File: config.mk
export PLATFORM = sky130hd
export DESIGN_NAME = jump_target_cache
export DESIGN_NICKNAME = d
export VERILOG_FILES = /design/src/rtl/jtc_pkg.sv /design/src/rtl/jtc_entry_array.sv /design/src/rtl/jtc_lookup.sv /design/src/rtl/jump_target_cache.sv
export SDC_FILE = /design/constraint.sdc
export NUM_CORES = 2
export LEC_CHECK = 0
export BUFFER_PORTS_ARGS = -buffer_cell sky130_fd_sc_hd__buf_4
export CAP_MARGIN = 20
export CORE_MARGIN = 1.5
export CORE_UTILIZATION = 45
export CTS_CLUSTER_DIAMETER = 30
export CTS_CLUSTER_SIZE = 14
export DETAILED_ROUTE_END_ITERATION = 10
export SYNTH_ARGS = -nofsm -noshare
export SYNTH_HDL_FRONTEND = slang
export SYNTH_SLANG_ARGS = --single-unit
File: constraint.sdc
create_clock -name clk_i -period 7.1 [get_ports clk_i]
set_input_delay 1.42 -clock clk_i [delete_from_list [all_inputs] [get_ports clk_i]]
set_output_delay 1.42 -clock clk_i [all_outputs]
set_load 0.1 [all_outputs]
File: src/rtl/jtc_pkg.sv
package jtc_pkg;
  localparam int unsigned DEF_ADDR_W = 16;
  localparam int unsigned DEF_INSN_W = 32;
  localparam int unsigned DEF_IDX_W  = 4;
endpackage

File: src/rtl/jtc_entry_array.sv
module jtc_entry_array #(
  parameter int unsigned ADDR_W = 16,
  parameter int unsigned INSN_W = 32,
  parameter int unsigned IDX_W  = 4,
  localparam int unsigned TAG_W   = ADDR_W - IDX_W,
  localparam int unsigned ENTRIES = 1 << IDX_W
) (
  input  logic              clk_i,
  input  logic              rst_ni,
  input  logic              wr_en_i,
  input  logic [IDX_W-1:0]  wr_idx_i,
  input  logic [TAG_W-1:0]  wr_tag_i,
  input  logic [ADDR_W-1:0] wr_target_i,
  input  logic [INSN_W-1:0] wr_insn_i,
  input  logic              clr_en_i,
  input  logic [IDX_W-1:0]  clr_idx_i,
  input  logic [TAG_W-1:0]  clr_tag_i,
  input  logic [IDX_W-1:0]  rd_idx_i,
  output logic              rd_valid_o,
  output logic [TAG_W-1:0]  rd_tag_o,
  output logic [ADDR_W-1:0] rd_target_o,
  output logic [INSN_W-1:0] rd_insn_o
);
  logic              valid_a  [ENTRIES];
  logic [TAG_W-1:0]  tag_a    [ENTRIES];
  logic [ADDR_W-1:0] target_a [ENTRIES];
  logic [INSN_W-1:0] insn_a   [ENTRIES];

  for (genvar g = 0; g < ENTRIES; g++) begin : g_slot
    logic              v_q;
    logic [TAG_W-1:0]  tag_q;
    logic [ADDR_W-1:0] tgt_q;
    logic [INSN_W-1:0] insn_q;
    logic              wr_hit, clr_hit;

    assign wr_hit  = wr_en_i && (wr_idx_i == IDX_W'(g));
    // clear matches the stored tag or the tag being written this cycle
    assign clr_hit = clr_en_i && (clr_idx_i == IDX_W'(g)) &&
                     ((v_q && tag_q == clr_tag_i) || (wr_hit && wr_tag_i == clr_tag_i));

    always_ff @(posedge clk_i or negedge rst_ni) begin
      if (!rst_ni) begin
        v_q    <= 1'b0;
        tag_q  <= '0;
        tgt_q  <= '0;
        insn_q <= '0;
      end else if (clr_hit) begin
        v_q <= 1'b0;
      end else if (wr_hit) begin
        v_q    <= 1'b1;
        tag_q  <= wr_tag_i;
        tgt_q  <= wr_target_i;
        insn_q <= wr_insn_i;
      end
    end

    assign valid_a[g]  = v_q;
    assign tag_a[g]    = tag_q;
    assign target_a[g] = tgt_q;
    assign insn_a[g]   = insn_q;
  end

  assign rd_valid_o  = valid_a[rd_idx_i];
  assign rd_tag_o    = tag_a[rd_idx_i];
  assign rd_target_o = target_a[rd_idx_i];
  assign rd_insn_o   = insn_a[rd_idx_i];
endmodule

File: src/rtl/jtc_lookup.sv
module jtc_lookup #(
  parameter int unsigned ADDR_W = 16,
  parameter int unsigned INSN_W = 32,
  parameter int unsigned IDX_W  = 4,
  localparam int unsigned TAG_W = ADDR_W - IDX_W
) (
  input  logic [ADDR_W-1:0] fetch_pc_i,
  input  logic              rd_valid_i,
  input  logic [TAG_W-1:0]  rd_tag_i,
  input  logic [ADDR_W-1:0] rd_target_i,
  input  logic [INSN_W-1:0] rd_insn_i,
  output logic              hit_o,
  output logic [ADDR_W-1:0] next_pc_o,
  output logic [ADDR_W-1:0] target_o,
  output logic [INSN_W-1:0] insn_o
);
  always_comb begin
    hit_o     = rd_valid_i && (rd_tag_i == fetch_pc_i[ADDR_W-1:IDX_W]);
    target_o  = hit_o ? rd_target_i : '0;
    insn_o    = hit_o ? rd_insn_i : '0;
    next_pc_o = (hit_o ? rd_target_i : fetch_pc_i) + ADDR_W'(1);
  end
endmodule

File: src/rtl/jump_target_cache.sv
module jump_target_cache
  import jtc_pkg::*;
#(
  parameter int unsigned ADDR_W = DEF_ADDR_W,
  parameter int unsigned INSN_W = DEF_INSN_W,
  parameter int unsigned IDX_W  = DEF_IDX_W
) (
  input  logic              clk_i,
  input  logic              rst_ni,
  input  logic [ADDR_W-1:0] fetch_pc_i,
  output logic              hit_o,
  output logic [ADDR_W-1:0] next_pc_o,
  output logic [ADDR_W-1:0] target_o,
  output logic [INSN_W-1:0] insn_o,
  input  logic              upd_valid_i,
  input  logic [ADDR_W-1:0] upd_pc_i,
  input  logic [ADDR_W-1:0] upd_target_i,
  input  logic [INSN_W-1:0] upd_insn_i,
  input  logic              inv_valid_i,
  input  logic [ADDR_W-1:0] inv_pc_i
);
  localparam int unsigned TAG_W = ADDR_W - IDX_W;

  logic              wr_en;
  logic              rd_valid;
  logic [TAG_W-1:0]  rd_tag;
  logic [ADDR_W-1:0] rd_target;
  logic [INSN_W-1:0] rd_insn;

  // sequential-flow jumps are not worth a slot
  assign wr_en = upd_valid_i && (upd_target_i != upd_pc_i + ADDR_W'(1));

  jtc_entry_array #(.ADDR_W(ADDR_W), .INSN_W(INSN_W), .IDX_W(IDX_W)) u_array (
    .clk_i       (clk_i),
    .rst_ni      (rst_ni),
    .wr_en_i     (wr_en),
    .wr_idx_i    (upd_pc_i[IDX_W-1:0]),
    .wr_tag_i    (upd_pc_i[ADDR_W-1:IDX_W]),
    .wr_target_i (upd_target_i),
    .wr_insn_i   (upd_insn_i),
    .clr_en_i    (inv_valid_i),
    .clr_idx_i   (inv_pc_i[IDX_W-1:0]),
    .clr_tag_i   (inv_pc_i[ADDR_W-1:IDX_W]),
    .rd_idx_i    (fetch_pc_i[IDX_W-1:0]),
    .rd_valid_o  (rd_valid),
    .rd_tag_o    (rd_tag),
    .rd_target_o (rd_target),
    .rd_insn_o   (rd_insn)
  );

  jtc_lookup #(.ADDR_W(ADDR_W), .INSN_W(INSN_W), .IDX_W(IDX_W)) u_lookup (
    .fetch_pc_i  (fetch_pc_i),
    .rd_valid_i  (rd_valid),
    .rd_tag_i    (rd_tag),
    .rd_target_i (rd_target),
    .rd_insn_i   (rd_insn),
    .hit_o       (hit_o),
    .next_pc_o   (next_pc_o),
    .target_o    (target_o),
    .insn_o      (insn_o)
  );
endmodule

==> summary.log <==
[status] result of the run finished clean
[floorplan] horizontal die dimension 333 µm
[clocking] TritonCTS clock tree done
[timing] Rel. slew slack 27.0%
[logic_synthesis] total of flip-flops plus latches after synthesis 976
[floorplan] number of I/O pins 165
[drt] detailed router's first-iteration violation count 2,189
[pwr] post-layout total power 21.4 mW
[timing] part of the cycle the worst path needs 97.6%
[setup_path] required arrival time at the worst endpoint 5.68 ns
[cells_and_area] layout-stage area growth over the synthesis result 20.8%
[logic_synthesis] sequential element share of the synthesized area 49.8%
[timing] clock tree skew after final layout 0.0318 ns
[timing] post-layout min period 6.93 ns
[drt] remaining antenna violation count 0
[logic_synthesis] Mean Syn Cell Area 14.8 µm²
[logic_synthesis] fraction of synthesis flops using an asynchronous set or reset pin 100%
[logic_synthesis] Post-Synthesis Net Count 3,423
[clocking] Num CTS Buffers 213
[clocking] clock root buffer sky130_fd_sc_hd__clkbuf_16
[timing] number of max-slew violations in the final report 0
[grt] total track usage 26.6%
[logic_synthesis] total of warnings raised by yosys 0
[floorplan] DIE HEIGHT 333 µm
[cells_and_area] share of post-route cells with drive strength above 1 47.0%
[min_path] worst min path class reg -> reg
[grt] remaining global-route overflow 0
[grt] wire length of the first global-routing pass 220,000 µm
[grt] via count of the first global-routing pass 33,351
[min_path] terminating pin of the worst hold path u_array.g_slot[1].tgt_q[0]
[pwr] total power per unit cell area 360 nW/µm²
[drt] routed vias/inst 6.07
[drt] via count of the routed design 30,720
[run] total of max-cap violations 0
[place] final weighted congestion in routability-driven placement 1.05
[setup_path] worst endpoint data arrival time 5.51 ns
[setup_path] Critical Path Fanout Max 28
[drt] detailed-routing iteration count for the pre-antenna-repair pass 5
[logic_synthesis] most common flop cell mapped by yosys sky130_fd_sc_hd__dfrtp_1
[setup_path] critical path class in -> out
[setup_path] launching element type of the critical path primary input
[setup_path] depth of the most critical reg-to-reg path 9
[clocking] Clock Pin Slew Worst Setup and Hold Paths 0.04 ns
[timing] Max Freq 0.144 GHz
[logic_synthesis] distinct cell type count of the synthesized netlist 82
[floorplan] floorplan row count 120
[clocking] clock tree buffer depth 3
[drt] DRC 0
[cells_and_area] number of nets in the final layout 3,580
[logic_synthesis] Post-synth EDFFs 0
[clocking] insertion delay to the later sink of the worst-skew pair 0.79 ns
[floorplan] core outline area 108,000 µm²
[logic_synthesis] area of the mapped netlist 49,100 µm²
[clocking] Hold-fix buffers, CTS 0
[setup_path] worst-case register-to-register setup slack 3.38 ns
[place] DP Area 51,600 µm²
[drt] mean routed wirelength per cell 28.8 µm
[floorplan] area of the die 111,000 µm²
[clocking] Max H-tree Level 4
[pwr] IR drop worst, VDD 0.283 mV
[min_path] Min-Delay Startpoint u_array.g_slot[1].tgt_q[0]
[cells_and_area] final std cell area, no fill 59,300 µm²
[place] final HPWL from detailed placement 92,200 µm
[timing] Setup TNS 0 ns
[setup_path] startpoint of the most critical register-to-register path u_array.g_slot[9].tag_q[9]
[grt] initial antenna violation count 9
[drt] routed wire length 146,000 µm
[logic_synthesis] Cells after Synth 3,318
[pwr] Leakage Power 25.5 nW
[place] number of I/O port buffers 164
[floorplan] Starting Density 45.6%
[timing] Least-Margin Pin Slew 1.10 ns
[grt] largest net degree at the start of global routing 194
[setup_path] Critical Path Sink Type primary output
[clocking] post-CTS setup-driven buffer insertion count 0
[setup_path] reg-to-reg endpoint u_array.g_slot[9].tgt_q[15]
[min_path] hold depth 1
[clocking] TritonCTS sink count 976
[timing] # setup viols final 0
[timing] Hold Fails Final Rpt 0
[synth_stat cells (all sizes together) (11+ instances only)]
cell    count  area (µm²)
nand2      59         221
xor2      144        1260
mux2i      34         340
nor2       63         236
o21ai      11        55.1
nand3      29         210
dfrtp     976       24400
nor2b      50         313
mux4      281        6370
mux2      970       10900
nor3       26         130
nor4       38         244
a21oi      33         184
clkbuf    115         432
buf       192        1280
a31oi      15         109
nand4      42         284
xnor2     118        1030
[final cells by class]
cell class	instances	area [µm²]
tap	1403	1760
antenna	2	5.00
clock buffer	271	5920
multi-input combinational	2027	23100
fill	8482	48400
timing repair buffer	249	2280
inverter	8	32.5
clock inverter	129	1770
sequential	976	24400
[power breakdown]
| group | switching [mW] | internal, mW |
|---|---|---|
| registers | 0.877 | 6.87 |
| logic | 1.34 | 1.94 |
| clock network | 3.24 | 7.10 |
[layer usage]
metal | up-vias | share of wire [%] | global-route usage, %
li1 | 12722 | - | -
met1 | 16725 | 42 | 35.1
met2 | 957 | 49 | 43.7
met3 | 308 | 5.3 | 5.18
met4 | 8 | 3.1 | 9.51
met5 | - | 0.028 | 0
[state kept, by name, indices dropped and copies added, names as in the netlist]
register	count
u_array.g_slot.tgt_q	256
u_array.g_slot.tag_q	192
u_array.g_slot.insn_q	512
u_array.g_slot.v_q	16
[worst max-delay path, cell delays in order]
cell                       delay, ns
sky130_fd_sc_hd__buf_8          0.27
sky130_fd_sc_hd__buf_4          0.29
sky130_fd_sc_hd__mux4_1         0.59
sky130_fd_sc_hd__mux2i_1        0.31
sky130_fd_sc_hd__o21ai_1        0.13
sky130_fd_sc_hd__a221oi_2       0.36
sky130_fd_sc_hd__nand4_4        0.27
sky130_fd_sc_hd__nor2b_4        0.18
sky130_fd_sc_hd__a21o_1         0.10
sky130_fd_sc_hd__ha_1           0.28
sky130_fd_sc_hd__nand4_1        0.22
sky130_fd_sc_hd__nor4_1         0.31
sky130_fd_sc_hd__xnor2_1        0.17
sky130_fd_sc_hd__nor2_1         0.08
sky130_fd_sc_hd__a21oi_4        0.15
sky130_fd_sc_hd__buf_4          0.31
[repair_timing]
action / 4_1_cts / 5_1_grt
resized for setup: 0 / 3
setup endpoints to repair: 0 / 2
endpoints found under the hold margin: 0 / 0
[placed cells by master (no fill, tap or decap), types with 11 or more instances in the layout]
master                       Yosys  final
sky130_fd_sc_hd__dfrtp_1       976    976
sky130_fd_sc_hd__mux2_2        773    773
sky130_fd_sc_hd__mux4_2        270    270
sky130_fd_sc_hd__clkbuf_16       0    215
sky130_fd_sc_hd__buf_4          70    213
sky130_fd_sc_hd__mux2_1        196    196
sky130_fd_sc_hd__xor2_1        144    144
sky130_fd_sc_hd__xnor2_1       118    118
sky130_fd_sc_hd__nor2_1         63     63
sky130_fd_sc_hd__nand2_1        59     56
sky130_fd_sc_hd__nor2b_1        50     48
sky130_fd_sc_hd__clkinv_2        0     43
sky130_fd_sc_hd__nand4_1        40     40
sky130_fd_sc_hd__nor4_1         37     37
sky130_fd_sc_hd__bufinv_16       0     34
sky130_fd_sc_hd__clkbuf_8        0     33
sky130_fd_sc_hd__mux2i_1        34     32
sky130_fd_sc_hd__buf_12          3     30
sky130_fd_sc_hd__a21oi_1        28     27
sky130_fd_sc_hd__clkinvlp_4      0     27
sky130_fd_sc_hd__nor3_1         26     25
sky130_fd_sc_hd__clkbuf_1      115     23
sky130_fd_sc_hd__nand3_1        16     16
sky130_fd_sc_hd__a31oi_1        14     14
sky130_fd_sc_hd__clkinv_4        0     13
sky130_fd_sc_hd__nand3_4         0     12
sky130_fd_sc_hd__mux4_1         11     11
[worst max path at each step]
| stage | startpoint | endpoint |
|---|---|---|
| global route | fetch_pc_i[0] | next_pc_o[8] |
| finish | fetch_pc_i[0] | next_pc_o[8] |
| detailed placement | fetch_pc_i[0] | next_pc_o[12] |
| global placement | fetch_pc_i[0] | next_pc_o[14] |
| CTS | fetch_pc_i[0] | next_pc_o[12] |
| floorplan | fetch_pc_i[0] | next_pc_o[14] |
[kinds of logic after synthesis]
family / synth area share [%]
muxes: 35.9
AOI/OAI and AO/OA: 1.80
DFF: 49.8
xor gates and xnor gates: 4.67
buffers and inverters: 3.55
adders and majority gates: 0.127
and+or+nand+nor: 4.17
[metrics by stage]
step	hold WS [ns]	util, %	std cells	setup WS [ns]
floorplan	0.456	-	3318	-0.160
global placement	0.465	47.9	4663	0.202
detailed placement	0.476	47.9	4663	0.0940
CTS	0.486	55.1	5063	0.0852
global route	0.488	55.1	5064	-0.0427
finish	0.481	55.1	5065	0.168
Note: power is estimated with default switching activity, not from simulation.
